`config.mk`:
```
export PLATFORM = sky130hd
export DESIGN_NAME = arg_addr_gen
export DESIGN_NICKNAME = d
export VERILOG_FILES = /design/src/rtl/arg_addr_gen.sv
export SDC_FILE = /design/constraint.sdc
export NUM_CORES = 1
export LEC_CHECK = 0
export ABC_AREA = 0
export BUFFER_PORTS_ARGS = -buffer_cell sky130_fd_sc_hd__buf_2
export CORE_ASPECT_RATIO = 2
export CORE_UTILIZATION = 30
export DETAILED_ROUTE_END_ITERATION = 12
export GPL_TIMING_DRIVEN = 0
export PLACE_DENSITY = 0.58
export REMOVE_ABC_BUFFERS = 1
export SLEW_MARGIN = 20
export SYNTH_ARGS = -nofsm -noshare
export SYNTH_HDL_FRONTEND = slang
export SYNTH_SLANG_ARGS = --single-unit
```
`constraint.sdc`:
```
create_clock -name clk -period 4.53 [get_ports clk]
set_input_delay 0.6795 -clock clk [delete_from_list [all_inputs] [get_ports clk]]
set_output_delay 0.6795 -clock clk [all_outputs]
set_load 0.1 [all_outputs]
```
`src/rtl/arg_addr_gen.sv`:
```
module arg_addr_gen #(
  parameter int W = 16,
  parameter int MCW = 4,
  parameter logic [W-1:0] IC_RST = '0
) (
  input  logic           clk,
  input  logic           rst_n,
  output logic           mem_req,
  output logic [W-1:0]   mem_addr,
  input  logic [W-1:0]   mem_rdata,
  input  logic           mem_ack,
  input  logic           mem_err,
  output logic [W-1:0]   ir,
  input  logic [1:0]     dec_kind,
  input  logic           dec_is_mod,
  output logic [2:0]     rsel_a,
  input  logic [W-1:0]   rdata_a,
  output logic [2:0]     rsel_b,
  input  logic [W-1:0]   rdata_b,
  output logic           exec_go,
  output logic [W-1:0]   exec_n,
  input  logic           exec_done,
  input  logic           exec_skip,
  input  logic           exec_jump,
  input  logic [W-1:0]   exec_target,
  input  logic [W-1:0]   exec_mod_val,
  output logic [W-1:0]   ic,
  output logic [W-1:0]   mod,
  output logic [MCW-1:0] modc,
  output logic           skip
);
  localparam logic [1:0] K_NORM  = 2'd1;
  localparam logic [1:0] K_SHORT = 2'd2;
  localparam int TW = 6;

  typedef enum logic [2:0] {S_FETCH, S_DEC, S_ARG, S_IND, S_EXEC} st_t;
  st_t st;

  logic [W-1:0]   ic_q, mod_q, n_q, ir_q;
  logic [MCW-1:0] modc_q;
  logic           p_q;

  wire [2:0]   fc = ir_q[2:0];
  wire [2:0]   fb = ir_q[5:3];
  wire         fd = ir_q[9];
  wire [W-1:0] tmag = {{(W-TW){1'b0}}, ir_q[TW-1:0]};
  wire [W-1:0] tval = fd ? ('0 - tmag) : tmag;
  wire [W-1:0] bidx = (fb != 3'd0) ? rdata_b : '0;
  wire [W-1:0] reg_arg  = rdata_a + mod_q + bidx;
  wire [W-1:0] word_arg = mem_rdata + mod_q + bidx;

  assign rsel_a   = fc;
  assign rsel_b   = fb;
  assign mem_req  = (st == S_FETCH) || (st == S_ARG) || (st == S_IND);
  assign mem_addr = (st == S_IND) ? n_q : ic_q;
  assign exec_go  = (st == S_EXEC);
  assign exec_n   = n_q;
  assign ir       = ir_q;
  assign ic       = ic_q;
  assign mod      = mod_q;
  assign modc     = modc_q;
  assign skip     = p_q;

  always_ff @(posedge clk) begin
    if (!rst_n) begin
      st     <= S_FETCH;
      ic_q   <= IC_RST;
      mod_q  <= '0;
      modc_q <= '0;
      n_q    <= '0;
      ir_q   <= '0;
      p_q    <= 1'b0;
    end else begin
      case (st)
        S_FETCH: begin
          if (mem_err) begin
            mod_q  <= '0;
            modc_q <= '0;
          end else if (mem_ack) begin
            ir_q <= mem_rdata;
            ic_q <= ic_q + 1'b1;
            st   <= S_DEC;
          end
        end
        S_DEC: begin
          if (p_q) begin
            p_q <= 1'b0;
            if (dec_kind == K_NORM && fc == 3'd0) ic_q <= ic_q + 1'b1;
            st <= S_FETCH;
          end else if (dec_kind == K_NORM) begin
            if (fc == 3'd0) begin
              st <= S_ARG;
            end else begin
              n_q <= reg_arg;
              st  <= fd ? S_IND : S_EXEC;
            end
          end else if (dec_kind == K_SHORT) begin
            n_q <= tval + mod_q;
            st  <= S_EXEC;
          end else begin
            n_q <= '0;
            st  <= S_EXEC;
          end
        end
        S_ARG: begin
          if (mem_err) begin
            mod_q  <= '0;
            modc_q <= '0;
            st     <= S_FETCH;
          end else if (mem_ack) begin
            n_q  <= word_arg;
            ic_q <= ic_q + 1'b1;
            st   <= fd ? S_IND : S_EXEC;
          end
        end
        S_IND: begin
          if (mem_err) begin
            mod_q  <= '0;
            modc_q <= '0;
            st     <= S_FETCH;
          end else if (mem_ack) begin
            n_q <= mem_rdata;
            st  <= S_EXEC;
          end
        end
        S_EXEC: begin
          if (exec_done) begin
            if (dec_is_mod) begin
              mod_q  <= exec_mod_val;
              modc_q <= modc_q + 1'b1;
            end else begin
              mod_q  <= '0;
              modc_q <= '0;
            end
            if (exec_skip) p_q <= 1'b1;
            if (exec_jump) ic_q <= exec_target;
            st <= S_FETCH;
          end
        end
        default: st <= S_FETCH;
      endcase
    end
  end

  AST_IC_STEP: assert property (@(posedge clk) disable iff (!rst_n)
    (st == S_FETCH && mem_ack && !mem_err) |=> ic == $past(ic) + 1'b1);
  AST_FETCH_ERR_CLEAR: assert property (@(posedge clk) disable iff (!rst_n)
    (st == S_FETCH && mem_err) |=> (mod == '0 && modc == '0 && ic == $past(ic)));
  AST_SKIP_NO_EXEC: assert property (@(posedge clk) disable iff (!rst_n)
    (st == S_DEC && p_q) |=> (!exec_go && !skip));
  AST_SHORT_NO_MEM: assert property (@(posedge clk) disable iff (!rst_n)
    (st == S_DEC && !p_q && dec_kind == K_SHORT) |=> (exec_go && !mem_req));
  AST_ARG_ERR_NO_EXEC: assert property (@(posedge clk) disable iff (!rst_n)
    ((st == S_ARG || st == S_IND) && mem_err) |=> (!exec_go && mod == '0 && modc == '0));
  AST_MOD_CLEAR: assert property (@(posedge clk) disable iff (!rst_n)
    (exec_go && exec_done && !dec_is_mod) |=> (mod == '0 && modc == '0));
  AST_MODC_INC: assert property (@(posedge clk) disable iff (!rst_n)
    (exec_go && exec_done && dec_is_mod) |=> modc == $past(modc) + 1'b1);
  AST_SKIP_SET: assert property (@(posedge clk) disable iff (!rst_n)
    (exec_go && exec_done && exec_skip) |=> skip);
endmodule

```
Yosys cells after proc, flatten, opt, wreduce, memory -nomap -nowiden:

Index checks and enable logic that the tools add are counted.

* latch bits: 0
* memories: 0
* bits in registers: 72
* output and inout bits: 93
* ROM bits: 0
* RAM bits: 0
* logic and storage cells: 100
* input port bits: 90

* reductions and logical operators: 18
* bitwise gates (word level): 1
* $mul: 0
* magnitude comparators: 0
* equal/unequal tests: 24
* shift-type cells: 0
* divide/modulo/power cells: 0
* muxes and demuxes: 42
* add/sub/neg operators: 8

Operators with widths (count)
* 2-to-1 mux 16 bit: 20
* case mux 16 bit (3 select lines): 2
* adder 16 bit: 5
* 2-to-1 mux 3 bit: 11
* case mux 16 bit (2 select lines): 1
* != test 2 bit, second input constant: 10
* adder 16 x 1 -> 16 bit, second input constant: 1
* case mux 3 bit (5 select lines): 1
* AND reduction 7 bit: 2
* 2-to-1 mux 4 bit: 3
* != test 2 x 1 -> 1 bit, second input constant: 5
* != test 3 bit, second input constant: 3
* AND reduction 3 bit: 3
* nonzero test 3 bit: 3
* case mux 4 bit (2 select lines): 1
* subtractor 1 x 6 -> 7 bit, first input constant: 1
* equality test 3 x 2 -> 1 bit, second input constant: 2
* zero test 3 bit: 2
* AND reduction 5 bit: 1
* adder 4 x 1 -> 4 bit, second input constant: 1
* nonzero test 2 bit: 2
* equality test 3 x 1 -> 1 bit, second input constant: 1
* equality test 3 bit, second input constant: 1
* OR reduction 3 bit: 1
* 8 further kinds: 10

Logic depth before layout (Yosys ltp):

* word-level depth: 7
* mapped depth: 16

Least setup slack after synthesis:

Ideal clock, no wire load.

* path type: reg2reg
* from: register ir_q[3], in the netlist ir[3]
* to: register n_q[13], in the netlist exec_n[13]
* data required time: 4439 ps
* period minus slack after synthesis: 4158 ps
* stages on the path, launching flop included: 14
* slack: 372 ps
* setup time: 91 ps
* data arrival time: 4067 ps
* path through: dfxtp_1 > or3_4 > clkbuf_1 > and2_1 > fa_1 > fa_1 > a21oi_1 > a2bb2oi_1 > a211oi_1 > o21ai_0 > nand2b_1 > a21oi_1 > xor2_1 > a311oi_1

* cells in the longest elaborated chain, start to end: 7

Ends and longest elaborated chain
* start, declared: RTL line 39 `logic [W-1:0] ic_q, mod_q, n_q, ir_q;`
* start signal, assigned: RTL line 80 `ir_q <= mem_rdata;`
* subtractor 1 x 6 -> 7 bit or nonzero test 3 bit (tied branches): RTL line 47, 48
* 2-to-1 mux 16 bit (on tied branches): RTL line 47, 48
* adder 16 bit (on tied branches): RTL line 98, 49
* 2-to-1 mux 16 bit (on tied branches): RTL line 97, 91
* 2-to-1 mux 16 bit: RTL line 90 `end else if (dec_kind == K_NORM) begin`
* 2-to-1 mux 16 bit: RTL line 86 `if (p_q) begin`
* case mux 16 bit (3 select lines) (*): RTL line 74 `case (st)`
* end signal, assigned: RTL line 94 `n_q <= reg_arg;`
* end signal, assigned: RTL line 98 `n_q <= tval + mod_q;`
* end signal, assigned: RTL line 111 `n_q <= word_arg;`
* end, declared: RTL line 39

Mark *: on every way between the ends. The rest lies on a longest branch, timed or not. The select of a mux whose other input is x is not followed.
A chain may end at the register's enable or synchronous reset.

Worst setup path after layout:

Same ends and word-level chain as after synthesis.

==> flow_summary.json <==
{
  "status": "finished clean",
  "die_area_um2": 23210,
  "cp.arrival_ns": 4.51,
  "finClkSkew_ns": 0.01025,
  "rows": 77,
  "io_pins": 183,
  "post_cts_resized": 0,
  "postRouteAntennaNets": 0,
  "layout_common_cells": "184 x buf_2, 117 x nand2_1, 76 x a21oi_1, 71 x dfxtp_1, 62 x nor2_1",
  "netlist_area_um2": 6771,
  "multi_input_area_um2": 5019,
  "min_period_ns": 4.280,
  "routed_wl_um": 23910,
  "worstSetupPathType": "reg2reg",
  "cp_slowest_stage_delay_ns": 0.54,
  "vias_per_cell": 5.301,
  "wl_per_cell_um": 18.71,
  "drt_first_iter_violations": 453,
  "area_growth_pct": 20.47,
  "clkTransAtPathRegs_ns": 0.07,
  "dp_cells": 1262,
  "slew_headroom": 0.3047,
  "cellPowerDensity_nw_per_um2": 295.6,
  "htreeDepth": 3,
  "r2r_setup_slack_ns": 0.25,
  "core_um2": 22160,
  "antenna_found_initial": 0,
  "cp-end-kind": "flop",
  "synthArstFlopShare": 0,
  "track_usage": 0.2139,
  "die_h_um": 214.5,
  "avgSynthCellArea_um2": 7.985,
  "cts_tree": "done",
  "grt_max_degree": 34,
  "setup_slack_ns": 0.2503,
  "dp_slack_ns": 0.2620,
  "worstMarginPinSlew_ns": 1.043,
  "grt_pass1_wl_um": 37300,
  "final_max_slew_viol_count": 0,
  "synth_ff_type": "dfxtp_1",
  "p_leak_nw": 3.691,
  "cts_setup_buffers": 0,
  "drt-pass1-iter-count": 4,
  "cts_buffer_depth": 2,
  "ys_warn_count": 0,
  "final-setup-viol-count": 0,
  "fin_cells": 1278,
  "hold_slack_ns": 0.4526,
  "ir_drop_mv": 0.1413,
  "path_cells": "or3_4 > and2_1 > fa_1 > ha_1 > fa_1 > a21oi_1 > a2bb2oi_1 > a211oi_1 > o21ai_0 > nand2b_1 > a21oi_1 > xor2_1 > a311oi_1",
  "worst_hold_path_type": "reg2reg",
  "io_buffers": 182,
  "place_area_um2": 7848,
  "final_common_cell": "buf_2",
  "max_cap_viol_count": 0,
  "rsz0062_at_grt": "no",
  "synth_cell_types": 73,
  "num_vias": 6775,
  "period_share": 0.9448,
  "layout.nets": 1168,
  "worstPathRequired_ns": 4.76,
  "cts_hold_buf": 0,
  "critPathSlowestCell": "or3_4",
  "total_power_mw": 2.412,
  "die_w_um": 108.2,
  "gp_congestion": 0.8908,
  "overflow": 0,
  "start_util": 0.3056,
  "cts_num_sinks": 72,
  "finish.utilization": 0.3682,
  "syn_inst": 848,
  "ys_seq_elements": 72,
  "drcViolationCount": 0,
  "grt_pass1_vias": 6764,
  "antenna_cells": 0,
  "hold_viol": 0,
  "clkLatencyLatePin_ns": 0.37,
  "regArea_um2": 1443,
  "crit_fanout": 16,
  "cp-start-kind": "flop",
  "layout-drive-gt1-share": 0.2395,
  "place_hpwl_um": 19250,
  "setup_tns_ns": 0,
  "nFillCells": 2410,
  "synth-seq-area-share": 0.2129,
  "fin_area_um2": 8158,
  "synth-edff-count": 0,
  "cts_buffers": 9,
  "fmax_ghz": 0.2337,
  "cts.root.buffer_cell": "clkbuf_16"
}
-- worst max-delay path, delay by kind of cell, from the launching register on --
family	cells	cell delay [ns]
AO/OA/AOI/OAI	6	1.57
XOR/XNOR	1	0.19
adder cells (fa/ha/maj)	3	1.08
flip-flops	1	0.42
AND/OR/NAND/NOR	3	0.88
-- path summary, 6_finish.rpt --
path          from         end  cells past startpoint
min          ir[7]       ir[7]                      2
max          ir[3]  exec_n[13]                     13
max reg2reg  ir[3]  exec_n[13]                     13
min reg2reg  ir[7]       ir[7]                      2
-- where the power goes --
part | internal, mW | switching [mW] | leakage (nW)
sequential | 0.660 | 0.0487 | 0.585
clock | 0.444 | 0.329 | 0.145
combinational | 0.296 | 0.634 | 2.96
-- sequential cells by signal, summed over array words and instances, names as in the netlist --
name and count:
st 3, ic 16, modc 4, mod 16, ir 16, skip 1
exec_n 16
-- layout make-up --
class,instances,area share
clock buffers,10,0.02929
clock inverters,6,0.008282
inverters,25,0.01196
multi-input cells,703,0.6152
flip-flops and latches,72,0.1768
well taps,276,0.04233
repair buffers,186,0.1161
-- per-layer routing --
metal  wire [um]  GRT usage  vias to the layer above
met5           0          0                        -
met4         641    0.08402                        0
met3         933    0.03191                       28
met2       13610     0.4166                      164
met1        8725     0.2184                     3251
li1            -          -                     3332
-- logic make-up (layout without fill, tap and decap cells) --
| logic type | Yosys count | in the layout | synth area share |
|---|---|---|---|
| and+or+nand+nor | 306 | 306 | 0.2132 |
| AOI/OAI and AO/OA | 251 | 251 | 0.2441 |
| adders and majority gates | 81 | 81 | 0.1863 |
| buffers and inverters | 73 | 227 | 0.05044 |
| DFF | 72 | 72 | 0.2129 |
| xor gates and xnor gates | 39 | 39 | 0.05155 |
| muxes | 26 | 26 | 0.04157 |
-- cell usage after synthesis (19+ instances only) --
cell type | n | area share
nand2_1 | 117 | 0.065
xnor2_1 | 27 | 0.035
clkbuf_1 | 31 | 0.017
o21ai_0 | 43 | 0.032
dfxtp_1 | 72 | 0.21
fa_1 | 33 | 0.098
nor2_1 | 63 | 0.035
a21o_1 | 19 | 0.021
ha_1 | 48 | 0.089
a21oi_1 | 76 | 0.056
nor3_1 | 21 | 0.016
nand3_1 | 23 | 0.017
inv_1 | 23 | 0.013
Power figures use the tool's default switching activity.
